--- src/rtl/dp_scr_pkg.sv ---
package dp_scr_pkg;
  localparam int unsigned LFSR_W = 16;
  localparam int unsigned SYM_W  = 8;
  localparam logic [LFSR_W-1:0] LFSR_SEED = 16'hFFFF;
  // taps below the top bit for x^16 + x^5 + x^4 + x^3 + 1
  localparam logic [LFSR_W-1:0] LFSR_TAPS = 16'h001C;
  localparam logic [SYM_W-1:0] BS_CODE = 8'hBC;
  localparam logic [SYM_W-1:0] SR_CODE = 8'h1C;

  typedef enum logic [1:0] {
    MODE_OFF      = 2'b00,
    MODE_FREE     = 2'b01,
    MODE_RSV      = 2'b10,
    MODE_PERIODIC = 2'b11
  } scr_mode_e;

  typedef struct packed {
    logic scr_en;
    logic per_en;
    logic is_bs;
    logic is_sr;
  } sym_class_t;

  function automatic logic [LFSR_W-1:0] lfsr_step(input logic [LFSR_W-1:0] s);
    logic fb;
    fb = s[LFSR_W-1] ^ (^(s & LFSR_TAPS));
    return {s[LFSR_W-2:0], fb};
  endfunction
endpackage

--- src/rtl/dp_scr_lfsr.sv ---
module dp_scr_lfsr
  import dp_scr_pkg::*;
#(
  parameter int unsigned W = LFSR_W,
  parameter int unsigned STEPS = SYM_W,
  parameter logic [W-1:0] SEED = LFSR_SEED
) (
  input  logic             clk_i,
  input  logic             rst_ni,
  input  logic             adv_i,
  input  logic             load_i,
  output logic [STEPS-1:0] key_o,
  output logic [W-1:0]     state_o
);
  logic [W-1:0] state_q;
  logic [W-1:0] chain [STEPS+1];

  assign chain[0] = state_q;
  for (genvar g = 0; g < STEPS; g++) begin : g_step
    assign key_o[g]    = chain[g][W-1];
    assign chain[g+1]  = lfsr_step(chain[g]);
  end

  always_ff @(posedge clk_i or negedge rst_ni) begin
    if (!rst_ni)     state_q <= SEED;
    else if (load_i) state_q <= SEED;
    else if (adv_i)  state_q <= chain[STEPS];
  end

  assign state_o = state_q;
endmodule

--- src/rtl/dp_scr_bs_cnt.sv ---
module dp_scr_bs_cnt #(
  parameter int unsigned PERIOD = 512,
  localparam int unsigned CW = $clog2(PERIOD)
) (
  input  logic clk_i,
  input  logic rst_ni,
  input  logic clr_i,
  input  logic inc_i,
  output logic last_o
);
  localparam logic [CW-1:0] LAST = CW'(PERIOD - 1);
  logic [CW-1:0] cnt_q;

  assign last_o = (cnt_q == LAST);

  always_ff @(posedge clk_i or negedge rst_ni) begin
    if (!rst_ni)      cnt_q <= '0;
    else if (clr_i)   cnt_q <= '0;
    else if (inc_i)   cnt_q <= last_o ? '0 : cnt_q + 1'b1;
  end
endmodule

--- src/rtl/dp_scr_classify.sv ---
module dp_scr_classify
  import dp_scr_pkg::*;
(
  input  logic [1:0]       mode_i,
  input  logic [SYM_W-1:0] data_i,
  input  logic             ctrl_i,
  output sym_class_t       cls_o
);
  always_comb begin
    cls_o.scr_en = (mode_i == MODE_FREE) || (mode_i == MODE_PERIODIC);
    cls_o.per_en = (mode_i == MODE_PERIODIC);
    cls_o.is_bs  = ctrl_i && (data_i == BS_CODE);
    cls_o.is_sr  = ctrl_i && (data_i == SR_CODE);
  end
endmodule

--- src/rtl/dp_scrambler.sv ---
module dp_scrambler
  import dp_scr_pkg::*;
#(
  parameter int unsigned BS_PERIOD = 512
) (
  input  logic             clk_i,
  input  logic             rst_ni,
  input  logic [1:0]       mode_i,
  input  logic [SYM_W-1:0] data_i,
  input  logic             ctrl_i,
  output logic [SYM_W-1:0] data_o,
  output logic             ctrl_o
);
  sym_class_t        cls;
  logic              bs_last;
  logic              subst;
  logic              reload;
  logic              advance;
  logic [SYM_W-1:0]  key;
  logic [LFSR_W-1:0] lfsr_state;
  logic [SYM_W-1:0]  data_d;

  dp_scr_classify u_cls (
    .mode_i (mode_i),
    .data_i (data_i),
    .ctrl_i (ctrl_i),
    .cls_o  (cls)
  );

  dp_scr_bs_cnt #(.PERIOD(BS_PERIOD)) u_cnt (
    .clk_i  (clk_i),
    .rst_ni (rst_ni),
    .clr_i  (!cls.per_en),
    .inc_i  (cls.per_en && cls.is_bs),
    .last_o (bs_last)
  );

  assign subst   = cls.per_en && cls.is_bs && bs_last;
  assign reload  = !cls.scr_en || subst || (cls.per_en && cls.is_sr);
  assign advance = cls.scr_en && !reload;

  dp_scr_lfsr #(.W(LFSR_W), .STEPS(SYM_W), .SEED(LFSR_SEED)) u_lfsr (
    .clk_i   (clk_i),
    .rst_ni  (rst_ni),
    .adv_i   (advance),
    .load_i  (reload),
    .key_o   (key),
    .state_o (lfsr_state)
  );

  always_comb begin
    if (!cls.scr_en)  data_d = data_i;
    else if (subst)   data_d = SR_CODE;
    else if (ctrl_i)  data_d = data_i;
    else              data_d = data_i ^ key;
  end

  always_ff @(posedge clk_i or negedge rst_ni) begin
    if (!rst_ni) begin
      data_o <= '0;
      ctrl_o <= 1'b0;
    end else begin
      data_o <= data_d;
      ctrl_o <= ctrl_i;
    end
  end
endmodule

--- config.mk ---
export PLATFORM = sky130hd
export DESIGN_NAME = dp_scrambler
export DESIGN_NICKNAME = d
export VERILOG_FILES = /design/src/rtl/dp_scr_pkg.sv /design/src/rtl/dp_scr_lfsr.sv /design/src/rtl/dp_scr_bs_cnt.sv /design/src/rtl/dp_scr_classify.sv /design/src/rtl/dp_scrambler.sv
export SDC_FILE = /design/constraint.sdc
export NUM_CORES = 1
export LEC_CHECK = 0
export BUFFER_PORTS_ARGS = -buffer_cell sky130_fd_sc_hd__buf_2
export CORE_ASPECT_RATIO = 1.75
export CORE_MARGIN = 5
export CORE_UTILIZATION = 35
export DETAILED_ROUTE_END_ITERATION = 8
export GPL_ROUTABILITY_DRIVEN = 1
export GPL_TIMING_DRIVEN = 0
export PLACE_DENSITY = 0.57
export SLEW_MARGIN = 10
export SYNTH_ARGS = -nofsm -noshare
export SYNTH_HDL_FRONTEND = slang
export SYNTH_SLANG_ARGS = --single-unit
--- constraint.sdc ---
create_clock -name clk_i -period 2.1 [get_ports clk_i]
set_input_delay 0.42 -clock clk_i [delete_from_list [all_inputs] [get_ports clk_i]]
set_output_delay 0.42 -clock clk_i [all_outputs]
set_load 0.03 [all_outputs]
# Yosys cells after proc, flatten, opt, wreduce, memory -nomap -nowiden
# Cells that the tools add are included.
op_classes:
  addsub: 1
  n_eq_ne: 6
  muxes: 8
  bitwise_logic: 9
  reduce_logical: 20
op_table:
  columns: ["cell", "count"]
  rows:
  - ["16-bit parity", 8]
  - ["16-bit 2-to-1 mux", 2]
  - ["9-bit 2-to-1 mux", 3]
  - ["8-bit 2-to-1 mux", 3]
  - ["9-bit by 1-bit adder with 9-bit output, second input constant", 1]
  - ["9-bit equality test, second input constant", 1]
  - ["8-bit by 5-bit equality test with 1-bit output, second input constant", 1]
  - ["8-bit equality test, second input constant", 1]
  - ["1-bit XOR", 8]
  - ["8-bit XOR", 1]
  - ["1-bit logical AND", 6]
  - ["1-bit logical OR", 3]
  - ["2-bit by 1-bit equality test with 1-bit output, second input constant", 1]
  - ["2-bit equality test, second input constant", 1]
  - ["1-bit zero test", 2]
  - ["2-bit by 1-bit inequality test with 1-bit output, second input constant", 1]
  - ["2-bit nonzero test", 1]
word_totals:
  reg_bits: 34
  input_bits: 13
  output_inout_bits: 9
  word_cells: 48

# Longest topological paths before layout
# Gate-level depths: netlist (run 1).
logic_depth:
  word_depth: 10
  mapped_depth: 9
  ltp_nobuf: 8

# Cells and area by module
# From an unflattened synthesis (run 1), not the netlist that was laid out.
hier_totals:
  cells_unflattened: 194
  area_unflattened_um2: 2025.7
by_module_without_submodules:
  columns: ["module", "instances", "cells_per_inst", "area_per_inst_um2", "seq_area_each_um2"]
  rows:
  - ["dp_scr_lfsr", 1, 92, 1026.0, 420.4]
  - ["dp_scr_bs_cnt", 1, 53, 505.5, 225.2]
  - ["dp_scrambler", 1, 42, 440.4, 225.2]
  - ["dp_scr_classify", 1, 7, 53.8, 0.0]

# Least setup slack after synthesis (run 1)
# Ideal clock, no wire load.
synth_path:
  path_type: "register -> register"
  start: "register u_cnt.cnt_q[0]"
  end: "register u_lfsr.state_q[11], in the netlist u_lfsr.state_o[11]"
  setup_ps: 80
  arrival_time_ps: 1916
  t_required_ps: 2020
  slack_ps: 104
  path_stages_with_launch: 10
  path_buffers: 1
  synth_period_minus_slack_ps: 1996
  cell_sequence: "dfrtp_1 > ha_1 > nand3_1 > nor3_1 > ha_1 > nand3_1 > o21ai_0 > a41oi_1 > buf_2 > nand2b_1"
synth_via:
  elab_chain_len: 7
  elab_cells_between_ends: 8
  classes_between: "1 x eq/ne; 1 x mux; 6 x reduce/logical"
synth_lines:
  columns: ["element", "line_no", "rtl"]
  rows:
  - ["start, declared", "dp_scr_bs_cnt.sv:12", "logic [CW-1:0] cnt_q;"]
  - ["start signal, assigned", "dp_scr_bs_cnt.sv:19", "else if (inc_i) cnt_q <= last_o ? '0 : cnt_q + 1'b1;"]
  - ["9-bit equality test (*)", "dp_scr_bs_cnt.sv:14", "assign last_o = (cnt_q == LAST);"]
  - ["1-bit logical AND (*)", "dp_scrambler.sv:38", "assign subst = cls.per_en && cls.is_bs && bs_last;"]
  - ["1-bit logical OR (*) (2 in series)", "dp_scrambler.sv:39", "assign reload = !cls.scr_en || subst || (cls.per_en && cls.is_sr);"]
  - ["1-bit zero test", "dp_scrambler.sv:40", "assign advance = cls.scr_en && !reload;"]
  - ["1-bit logical AND", "dp_scrambler.sv:40", null]
  - ["2-bit nonzero test (no line)", null, null]
  - ["end signal, assigned", "dp_scr_lfsr.sv:27", "else if (adv_i) state_q <= chain[STEPS];"]
  - ["end, declared", "dp_scr_lfsr.sv:15", "logic [W-1:0] state_q;"]
# Every way passes the cells marked *; elsewhere a longest branch is shown, timed or not.
# A chain may end at the register's enable or synchronous reset.

# Final worst setup path (run 1)
layout_path:
  start: "register u_cnt.cnt_q[0]"
  end: "register u_cnt.cnt_q[2]"
layout_via:
  elab_chain_len: 4
  elab_cells_between_ends: 5
  classes_between: "1 x add/sub; 1 x eq/ne; 3 x mux"
layout_lines:
  columns: ["element", "line_no", "rtl"]
  rows:
  - ["9-bit by 1-bit adder with 9-bit output / 9-bit equality test (equally long branches)", "dp_scr_bs_cnt.sv:19, dp_scr_bs_cnt.sv:14", null]
  - ["9-bit 2-to-1 mux (*) (2 in series)", "dp_scr_bs_cnt.sv:19", null]
  - ["9-bit 2-to-1 mux (*)", "dp_scr_bs_cnt.sv:18", "else if (clr_i) cnt_q <= '0;"]
# Every way passes the cells marked *; elsewhere a longest branch is shown, timed or not. The select of a mux whose other input is x is not followed.

==> results of run 1 <==
==> power by group through the flow <==
stage	sequential [µW]	combinational (µW)	clock, µW
global route	972	1090	533
floorplan	987	784	0
finish	956	991	492
global placement	964	984	0
detailed placement	968	994	0
CTS	958	1010	513
==> worst max-delay path, stage by stage (launching register included) <==
cell     delay (ns)
dfrtp_1        0.43
ha_2           0.22
nand3_2        0.12
nor3_2         0.06
ha_2           0.21
buf_4          0.14
or4b_1         0.50
a21oi_1        0.18
==> Yosys cell counts, types with 2 or more instances <==
cell	count
nand2_1	25
or3_1	3
nand3_1	4
a41oi_1	2
ha_1	2
o21ai_0	7
dfrtp_1	18
xnor3_1	3
nor2_1	5
a21oi_1	4
nand2b_1	10
xnor2_1	26
nand4_1	2
a21o_1	3
dfstp_2	16
nor3_1	2
xor2_1	3
inv_1	3
==> cells in the final DEF, fill, tap and decap left out, types with 2 or more instances in the layout <==
| cell | count |
|---|---|
| nand2_1 | 25 |
| nand2b_1 | 10 |
| xnor3_1 | 3 |
| xor2_1 | 3 |
| or3_1 | 3 |
| buf_2 | 21 |
| xnor2_1 | 26 |
| a21oi_1 | 4 |
| clkbuf_8 | 6 |
| ha_2 | 2 |
| dfstp_2 | 16 |
| a21o_1 | 3 |
| o21ai_0 | 7 |
| nor2_1 | 5 |
| inv_1 | 3 |
| nand3_1 | 3 |
| nand4_1 | 2 |
| dfrtp_1 | 18 |
| buf_4 | 3 |
| clkbuf_1 | 3 |
==> metal layers <==
metal	track usage, %	share of wire (%)	vias up
li1	-	-	553
met1	10.7	36	569
met2	22.9	60	14
met3	2.89	2.8	6
met4	4.01	1.5	0
met5	0	0	-
==> worst paths after layout <==
check	startpoint	end	slack, ns	depth (start not counted)
worst max-delay path	u_cnt.cnt_q[0]	u_cnt.cnt_q[2]	0.16	7
worst min-delay path	rst_ni	u_cnt.cnt_q[4]	0.20	1
worst max register to register	u_cnt.cnt_q[0]	u_cnt.cnt_q[2]	0.16	7
worst min register to register	u_lfsr.state_o[6]	u_lfsr.state_o[14]	0.48	1
max in group asynchronous	rst_ni	data_o[2]	1.41	1
min in group clk_i	ctrl_i	ctrl_o	0.27	1
==> cell families (layout without fill, tap and decap cells) <==
kind of cell	after synthesis	in the layout	share of synthesized area, %
fa+ha+maj	2	2	1.50
xor+xnor	33	33	20.2
compound gates	16	16	5.69
mux	1	1	0.599
buf+inv	5	36	1.20
simple gates	58	58	18.7
flops	34	34	52.1
==> flip-flops by register name, indices dropped and copies added, names as in the netlist <==
name and cells:
ctrl_o 1, data_o 8, u_cnt.cnt_q 9, u_lfsr.state_o 16
==> stage by stage <==
step	hold WS, ns	worst slack [ns]	instances	TNS (ns)	utilization (%)
6_report	0.199	0.159	232	0	42.2
5_1_grt	0.254	0.0570	232	0	42.2
4_1_cts	0.223	0.00101	231	0	41.7
3_5_place_dp	0.477	-0.401	222	-4.43	39.4
3_3_place_gp	0.472	-0.351	222	-3.75	39.4
2_1_floorplan	0.124	0.104	149	0	-
==> area by class of cell <==
type / count / area [µm²]
Timing Repair Buffer: 23 / 120
Fill cell: 478 / 2700
Tap cell: 52 / 65.1
Multi-Input combinational cell: 110 / 802
Clock buffer: 8 / 90.1
Buffer: 2 / 11.3
Sequential cell: 34 / 871
Inverter: 3 / 11.3
==> repair_timing <==
item | in CTS | in global routing
endpoints found under the setup margin | 16 | 20
pin swaps | 1 | 1
gates resized for setup | 1 | 6
setup buffers | 1 | 1
==> results by group, run 1 <==
Clock network
  • CTS root buf: clkbuf_8
  • # hold bufs at CTS: 0
  • Number of clock sinks: 34
  • CTS tree: built
  • CTS max path bufs: 2
  • Num CTS Buffers: 5
  • Clk Latency, worst-skew pair: 0.28 ns
  • Clk slew on worst S/H paths: 0.07 ns
  • CTS H-tree depth: 2

Die
  • Die H: 101 µm
  • Placeable Area: 4670 µm²
  • Std-Cell Rows: 33
  • Die ar.: 6310 µm²
  • Initial Util: 35.8%
  • IO Pins: 22
  • Die Width: 62.2 µm

Layout
  • Layout net count: 194
  • Growth of design area from synthesis to finish: 18.0%
  • ANT cells: 0
  • Final instance area: 1970 µm²
  • Ratio of cells with drive above 1 in the final layout: 31.1%

Placed design
  • Hpwl dp: 2620 µm
  • IO Port Bufs: 21
  • Instance area after placement: 1840 µm²
  • Gpl congestion: 0.779

Outcome
  • Status: finished, final reports clean

Synth
  • Syn nets: 164
  • Synth Area per Inst: 11.2 µm²
  • Warnings, synthesis: 0
  • Post-Synthesis Cells: 149
  • Top FF cell, synth: dfrtp_1
  • Post-Syn Area: 1670 µm²
  • Sequential fraction of the synthesis area: 52.1%
  • Yosys reg bits: 34
  • Largest area contributor in the netlist: dfrtp_1
  • FFs w/ async S/R, synth: 100%
  • Top cells by area, synth: dfrtp_1 27%, dfstp_2 25%, xnor2_1 14%
  • Count of cell types in the netlist: 29
  • Post-synth EDFFs: 0
  • Synth top area share: 27.0%

Route
  • DR vias: 1142
  • Vias/cell: 4.92
  • Drt wl/cell: 14.8 µm
  • # DRC: 0
  • Initial DRC count: 44
  • Detailed Routing Iterations Pass 1: 4
  • DRT Wirelength: 3420 µm
  • Final ANT Viol Nets: 0

Power and ir drop
  • Power consumption: 2440 µW
  • Clock power share: 20.2%
  • Combinational fraction of design power: 40.6%
  • Leakage: 0.000857 µW
  • Sequential power share: 39.2%
  • Int Power: 1670 µW
  • Power per standard cell area: 1240 nW/µm²
  • Peak supply drop: 0.000658 V
  • Switching Fraction: 31.4%
  • Net Sw Power: 766 µW

Timing
  • Final period util: 92.4%
  • Endpoints failing setup: 0
  • Relative slew slack: 49.8%
  • RSZ-0062 raised after global routing: no
  • Max Clock Skew: 0.00795 ns
  • Clock period minus worst slack: 1.94 ns
  • Final hold vios: 0
  • Peak Freq: 515 MHz
  • Fin. max-slew vios: 0
  • Worst-Margin Slew: 0.754 ns

GRT
  • Gr ovfl total: 0
  • Vias in the first global route: 1183
  • GRT Total Usage: 11.4%
  • Largest net degree at the start of global routing: 35
  • Antenna violations before repair: 0
  • First-pass GRT wire length: 5600 µm

Setup path
  • Crit end category: register
  • Crit path DAT: 2.15 ns
  • CP required: 2.30 ns
  • CP Launch Type: register
  • Crit path kind: register to register
  • Max FO, Critical Path: 5

Run
  • Max cap viols: 0

Min path
  • Type of the most critical hold path: input port to async pin
Note: power is estimated with default switching activity, not from simulation.
==> run 2: changes to the inputs <==
- CAP_MARGIN: default -> 30
- PLACE_DENSITY: 0.57 -> 0.56
- SYNTH_HIERARCHICAL: default -> 1
==> run 2 against run 1 <==
Sequential power decreased by 7.3%. Clock skew hardly changed. Wire length rose by 32%. Non-clock buffer count increased by 14. Largest power group unchanged. Setup slack worse by 0.086 ns. Maximum frequency decreased by 4.2%. Final area up 19%. Highest routed layer unchanged. Die area is 15% higher. Flip-flop and latch count stayed put. Global-route usage up 2.8 points.
==> results by group, run 2 <==
GRT
  • GRT Total Usage: 14.1%
  • Gr ovfl total: 0
  • Largest net degree at the start of global routing: 35
  • Antenna violations before repair: 0
  • Vias in the first global route: 1560
  • First-pass GRT wire length: 7680 µm

Power and ir drop
  • Switching Fraction: 32.5%
  • Power per standard cell area: 976 nW/µm²
  • Int Power: 1550 µW
  • Sequential power share: 38.6%
  • Net Sw Power: 745 µW
  • Leakage: 0.000966 µW
  • Peak supply drop: 0.000521 V
  • Combinational fraction of design power: 39.3%
  • Clock power share: 22.0%

Clock network
  • CTS root buf: clkbuf_8
  • CTS tree: built
  • # hold bufs at CTS: 0
  • Clk Latency, worst-skew pair: 0.29 ns
  • CTS H-tree depth: 2
  • CTS max path bufs: 2
  • Number of clock sinks: 34
  • Clk slew on worst S/H paths: 0.07 ns
  • Num CTS Buffers: 5

Setup path
  • CP required: 2.32 ns
  • CP Launch Type: register
  • Max FO, Critical Path: 8
  • Family with the most delay on the worst path: simple AND/OR/NAND/NOR gates
  • Crit path kind: register to register
  • Crit path largest cell delay: 0.50 ns
  • Crit path DAT: 2.24 ns
  • Crit end category: register
  • CP cell instances: ha_4, nand3_1, nor2_1, ha_2, buf_4, nand2b_2, or4_1, a21oi_2
  • Worst path slowest cell: or4_1
  • Buffers plus inverters on the worst setup path: 1

Route
  • # DRC: 0
  • DRT Wirelength: 4500 µm
  • Detailed Routing Iterations Pass 1: 4
  • DR vias: 1464
  • Initial DRC count: 93
  • Final ANT Viol Nets: 0
  • Vias/cell: 4.91
  • Drt wl/cell: 15.1 µm

Timing
  • RSZ-0062 raised after global routing: yes
  • Max Clock Skew: 0.00827 ns
  • Peak Freq: 493 MHz
  • Final period util: 96.5%
  • Relative slew slack: 48.7%
  • Fin. max-slew vios: 0
  • Final hold vios: 0
  • Clock period minus worst slack: 2.03 ns
  • TNS Setup: 0 ns
  • Endpoints failing setup: 0
  • Worst-Margin Slew: 0.770 ns
  • Final WS setup: 0.0734 ns

Placed design
  • Hpwl dp: 3290 µm
  • Gpl congestion: 0.793
  • IO Port Bufs: 21
  • Post-place setup slack: -0.385 ns

Die
  • Die H: 109 µm
  • Die Width: 66.7 µm
  • Std-Cell Rows: 36
  • Die ar.: 7270 µm²
  • Initial Util: 35.5%
  • Placeable Area: 5540 µm²
  • IO Pins: 22

Synth
  • Synth Area per Inst: 10.6 µm²
  • Post-Synthesis Cells: 186
  • Warnings, synthesis: 6
  • Syn nets: 201
  • Post-Syn Area: 1970 µm²

Layout
  • Most frequent cells in the layout: 22 x buf_2, 18 x dfrtp_1, 16 x dfstp_2
  • Leading cell type in the layout, fill and taps excluded: buf_2
  • ANT cells: 0
  • Layout net count: 236
  • Growth of design area from synthesis to finish: 19.6%
  • Max reg flops: 16
  • Ratio of cells with drive above 1 in the final layout: 36.5%

Run
  • Max cap viols: 0

Min path
  • Type of the most critical hold path: input port to async pin

Outcome
  • Status: finished, final reports clean
-- run 2: cell count changes in the layout (fill, tap and decap cells not counted), moves of 4 or more --
cell      previous run  this run
nand3b_1             0         6
o21ai_0              7         3
nand2b_1            10         1
nor2_1               5        12
nor2b_1              1        11
xor2_1               3        10
buf_4                3        10
a211o_1              0         7
a21oi_1              4        15
nand2_1             25         6
a31oi_1              0         4
xnor2_1             26        13
and3_1               0         5
-- run 2: layout make-up --
class	instances	area, µm²
fill	568	3190
sequential	34	871
tap	76	95.1
timing repair buffer	28	158
buffer	11	70.1
clock inverter	1	5.00
clock buffer	7	86.3
multi-input combinational	138	1050
inverter	3	15.0
-- run 2: what timing repair did --
action,CTS,global route
endpoints found under the setup margin,16,20
pin swaps,1,1
hold endpoints to repair,0,0
gates resized for setup,7,9
buffers inserted,3,4
-- run 2: power groups by stage --
stage / Sequential (µW) / Clock [µW] / Combinational [µW]
detailed placement: 898 / 0 / 889
CTS: 886 / 525 / 900
global route: 905 / 548 / 994
floorplan: 913 / 0 / 703
finish: 886 / 505 / 902
global placement: 897 / 0 / 892
-- run 2: worst register-to-register path: stages (launching register included) --
cell and delay (ns):
dfrtp_1 0.42, ha_4 0.19, nand3_1 0.08, nor2_1 0.05, ha_2 0.18, buf_4 0.15, nand2b_2 0.22, or4_1 0.50
a21oi_2 0.16
-- run 2: final timing paths --
check / start / end / slack (ns) / cells after the start
max: u_cnt/cnt_q[1] / u_cnt/cnt_q[7] / 0.07 / 8
min: rst_ni / u_cnt/cnt_q[7] / 0.20 / 1
max reg2reg: u_cnt/cnt_q[1] / u_cnt/cnt_q[7] / 0.07 / 8
min reg2reg: u_cnt/cnt_q[8] / u_cnt/cnt_q[8] / 0.54 / 2
max in group asynchronous: rst_ni / ctrl_o / 1.40 / 1
min in group clk_i: ctrl_i / ctrl_o / 0.35 / 1
-- run 2: layer usage --
layer	share of wire, %	up-vias	GRT usage, %
li1	-	724	-
met4	1.4	0	5.09
met3	3.9	7	3.71
met2	58	19	26.8
met1	37	714	14.4
met5	0	-	0
-- run 2: per-stage QoR --
stage / hold WS [ns] / util [%] / total power [µW] / cells / area [µm²]
CTS: 0.233 / 41.5 / 2310 / 294 / 2300
global placement: 0.513 / 39.1 / 1790 / 283 / 2170
finish: 0.202 / 42.4 / 2290 / 298 / 2350
detailed placement: 0.525 / 39.1 / 1790 / 283 / 2170
floorplan: 0.124 / - / 1620 / 186 / 1970
global route: 0.256 / 42.4 / 2450 / 298 / 2350
==> run 3: changes to the inputs <==
- CORE_MARGIN: 5 -> default
- PLACE_DENSITY: 0.56 -> 0.54
- clock period: 2.1 -> 1.9 ns (I/O delays scaled with it)
==> run 3 against run 2 <==
Wire length is 1.8% lower. Combinational power is 14% higher. Final area is 7.1% higher. Utilization is 4.7 points higher. Hold slack worse by 0.032 ns. Critical path depth stayed put. Sequential share of layout area is 2.3 points lower. Maximum frequency is 7.1% higher. Non-clock buffer count stayed put. Largest power group unchanged.
==> results by group, run 3 (synthesis results as in run 2) <==
Clock network
  • # hold bufs at CTS: 0
  • CTS H-tree depth: 2
  • Number of clock sinks: 34
  • Num CTS Buffers: 5
  • CTS tree: built
  • Clk Latency, worst-skew pair: 0.28 ns
  • CTS root buf: clkbuf_8
  • CTS max path bufs: 2
  • Clk slew on worst S/H paths: 0.07 ns

Setup path
  • CP Launch Type: register
  • Worst reg-to-reg setup slack: 0.008 ns
  • CP required: 2.11 ns
  • Max FO, Critical Path: 8
  • Worst r2r path cells: 8
  • Worst r2r src: u_cnt/cnt_q[0]
  • Crit path DAT: 2.10 ns
  • Crit path kind: register to register
  • Crit end category: register
  • Terminus of the critical flop-to-flop path: u_cnt/cnt_q[5]

Route
  • DR vias: 1451
  • Detailed Routing Iterations Pass 1: 4
  • Drt wl/cell: 14.9 µm
  • Vias/cell: 4.90
  • # DRC: 0
  • Final ANT Viol Nets: 0
  • Initial DRC count: 46
  • DRT Wirelength: 4420 µm

Layout
  • Growth of design area from synthesis to finish: 28.1%
  • Most frequent cells in the layout: 22 x buf_2, 16 x dfstp_2, 15 x dfrtp_1
  • Max reg flops: 16
  • Multi-input combinational cell area: 1140 µm²
  • ANT cells: 0
  • Filler Cell Count: 512
  • Fin cells: 296
  • FF/Latch Area: 875 µm²
  • Leading cell type in the layout, fill and taps excluded: buf_2
  • Layout net count: 236
  • Final instance area: 2520 µm²
  • Ratio of cells with drive above 1 in the final layout: 43.2%

GRT
  • Gr ovfl total: 0
  • Vias in the first global route: 1504
  • Antenna violations before repair: 0
  • Met1 Usage GRT: 17.4%
  • GR met2 Demand/Resource: 30.0%
  • Largest net degree at the start of global routing: 35
  • First-pass GRT wire length: 7130 µm
  • Met3 usage: 3.19%
  • GRT Total Usage: 16.2%
  • Gr busiest metal: met2

Die
  • Die ar.: 5930 µm²
  • IO Pins: 22
  • Die Width: 58.7 µm
  • Std-Cell Rows: 35
  • Initial Util: 36.8%
  • Die H: 101 µm
  • Placeable Area: 5340 µm²

Timing
  • Worst hold margin: 0.169 ns
  • RSZ-0062 raised after global routing: yes
  • Clock period minus worst slack: 1.89 ns
  • Fin. max-slew vios: 0
  • Peak Freq: 529 MHz
  • Relative slew slack: 48.4%
  • Final hold vios: 0
  • Final WS setup: 0.00813 ns
  • Max Clock Skew: 0.00693 ns
  • Endpoints failing setup: 0
  • Final period util: 99.6%
  • Worst-Margin Slew: 0.775 ns

Run
  • Max cap viols: 0

Placed design
  • Hpwl dp: 3110 µm
  • Post-place setup slack: -0.307 ns
  • IO Port Bufs: 21
  • Placed Instances: 281
  • Instance area after placement: 2230 µm²
  • Gpl congestion: 0.851

Power and ir drop
  • Power per standard cell area: 1070 nW/µm²
  • Power consumption: 2680 µW
  • Peak supply drop: 0.000718 V
  • Leakage: 0.00102 µW

Min path
  • Type of the most critical hold path: input port to async pin

Outcome
  • Status: finished, final reports clean
-- run 3: cell count changes in the layout (fill, tap and decap cells not counted), sizes merged --
cell / before / now
bufinv: 0 / 1
buf: 34 / 36
clkinv: 1 / 0
inv: 2 / 3
clkinvlp: 1 / 0
clkbuf: 12 / 10
-- run 3: final cells by class --
| cell class | instances | area share [%] |
|---|---|---|
| plain buffers | 10 | 3.98 |
| inverters | 3 | 0.447 |
| clock inverters | 1 | 1.19 |
| repair buffers | 29 | 7.60 |
| flip-flops and latches | 34 | 34.7 |
| clock buffers | 7 | 3.03 |
| multi-input cells | 138 | 45.3 |
| well taps | 74 | 3.68 |
-- run 3: worst max-delay path by stage --
stage	start	end	slack, ns	cells after the start
floorplan	u_cnt/cnt_q[1]	u_lfsr/state_o[5]	-0.02	10
global placement	data_i[1]	u_lfsr/state_o[0]	-0.31	8
detailed placement	u_cnt/cnt_q[1]	u_lfsr/state_o[0]	-0.31	9
CTS	u_cnt/cnt_q[1]	u_lfsr/state_o[13]	-0.005	9
global route	u_cnt/cnt_q[0]	u_cnt/cnt_q[5]	-0.06	8
finish	u_cnt/cnt_q[0]	u_cnt/cnt_q[5]	0.008	8
-- run 3: through the flow --
step / setup TNS (ns) / utilization, %
CTS: -0.0135 / 45.1
global route: -0.396 / 47.1
finish: 0 / 47.1
global placement: -5.40 / 41.8
detailed placement: -5.50 / 41.8
floorplan: -0.162 / -
-- run 3: worst max-delay path, cell delays in order, from the launching register on --
cell and delay [ns]:
dfrtp_2 0.43, ha_4 0.18, nand3_4 0.08, nor2_4 0.05
ha_4 0.17, buf_6 0.13, nand2b_4 0.16, or4_4 0.49
a21oi_2 0.14
-- run 3: power breakdown --
group / total (µW) / internal, µW / switching (µW)
Clock: 647 / 392 / 255
Combinational: 1030 / 563 / 472
Sequential: 1000 / 893 / 106
Total: 2680 / 1850 / 833
-- run 3: timing repair --
item | in CTS | in global routing
setup endpoints to repair | 16 | 20
cloned | 0 | 2
pin swaps | 3 | 5
resized for setup | 10 | 24
setup buffers | 5 | 1
-- run 3: per-layer routing --
metal	vias up	wire length, µm
met2	25	2540
met1	698	1700
met4	0	87
met5	-	0
met3	7	92
li1	721	-
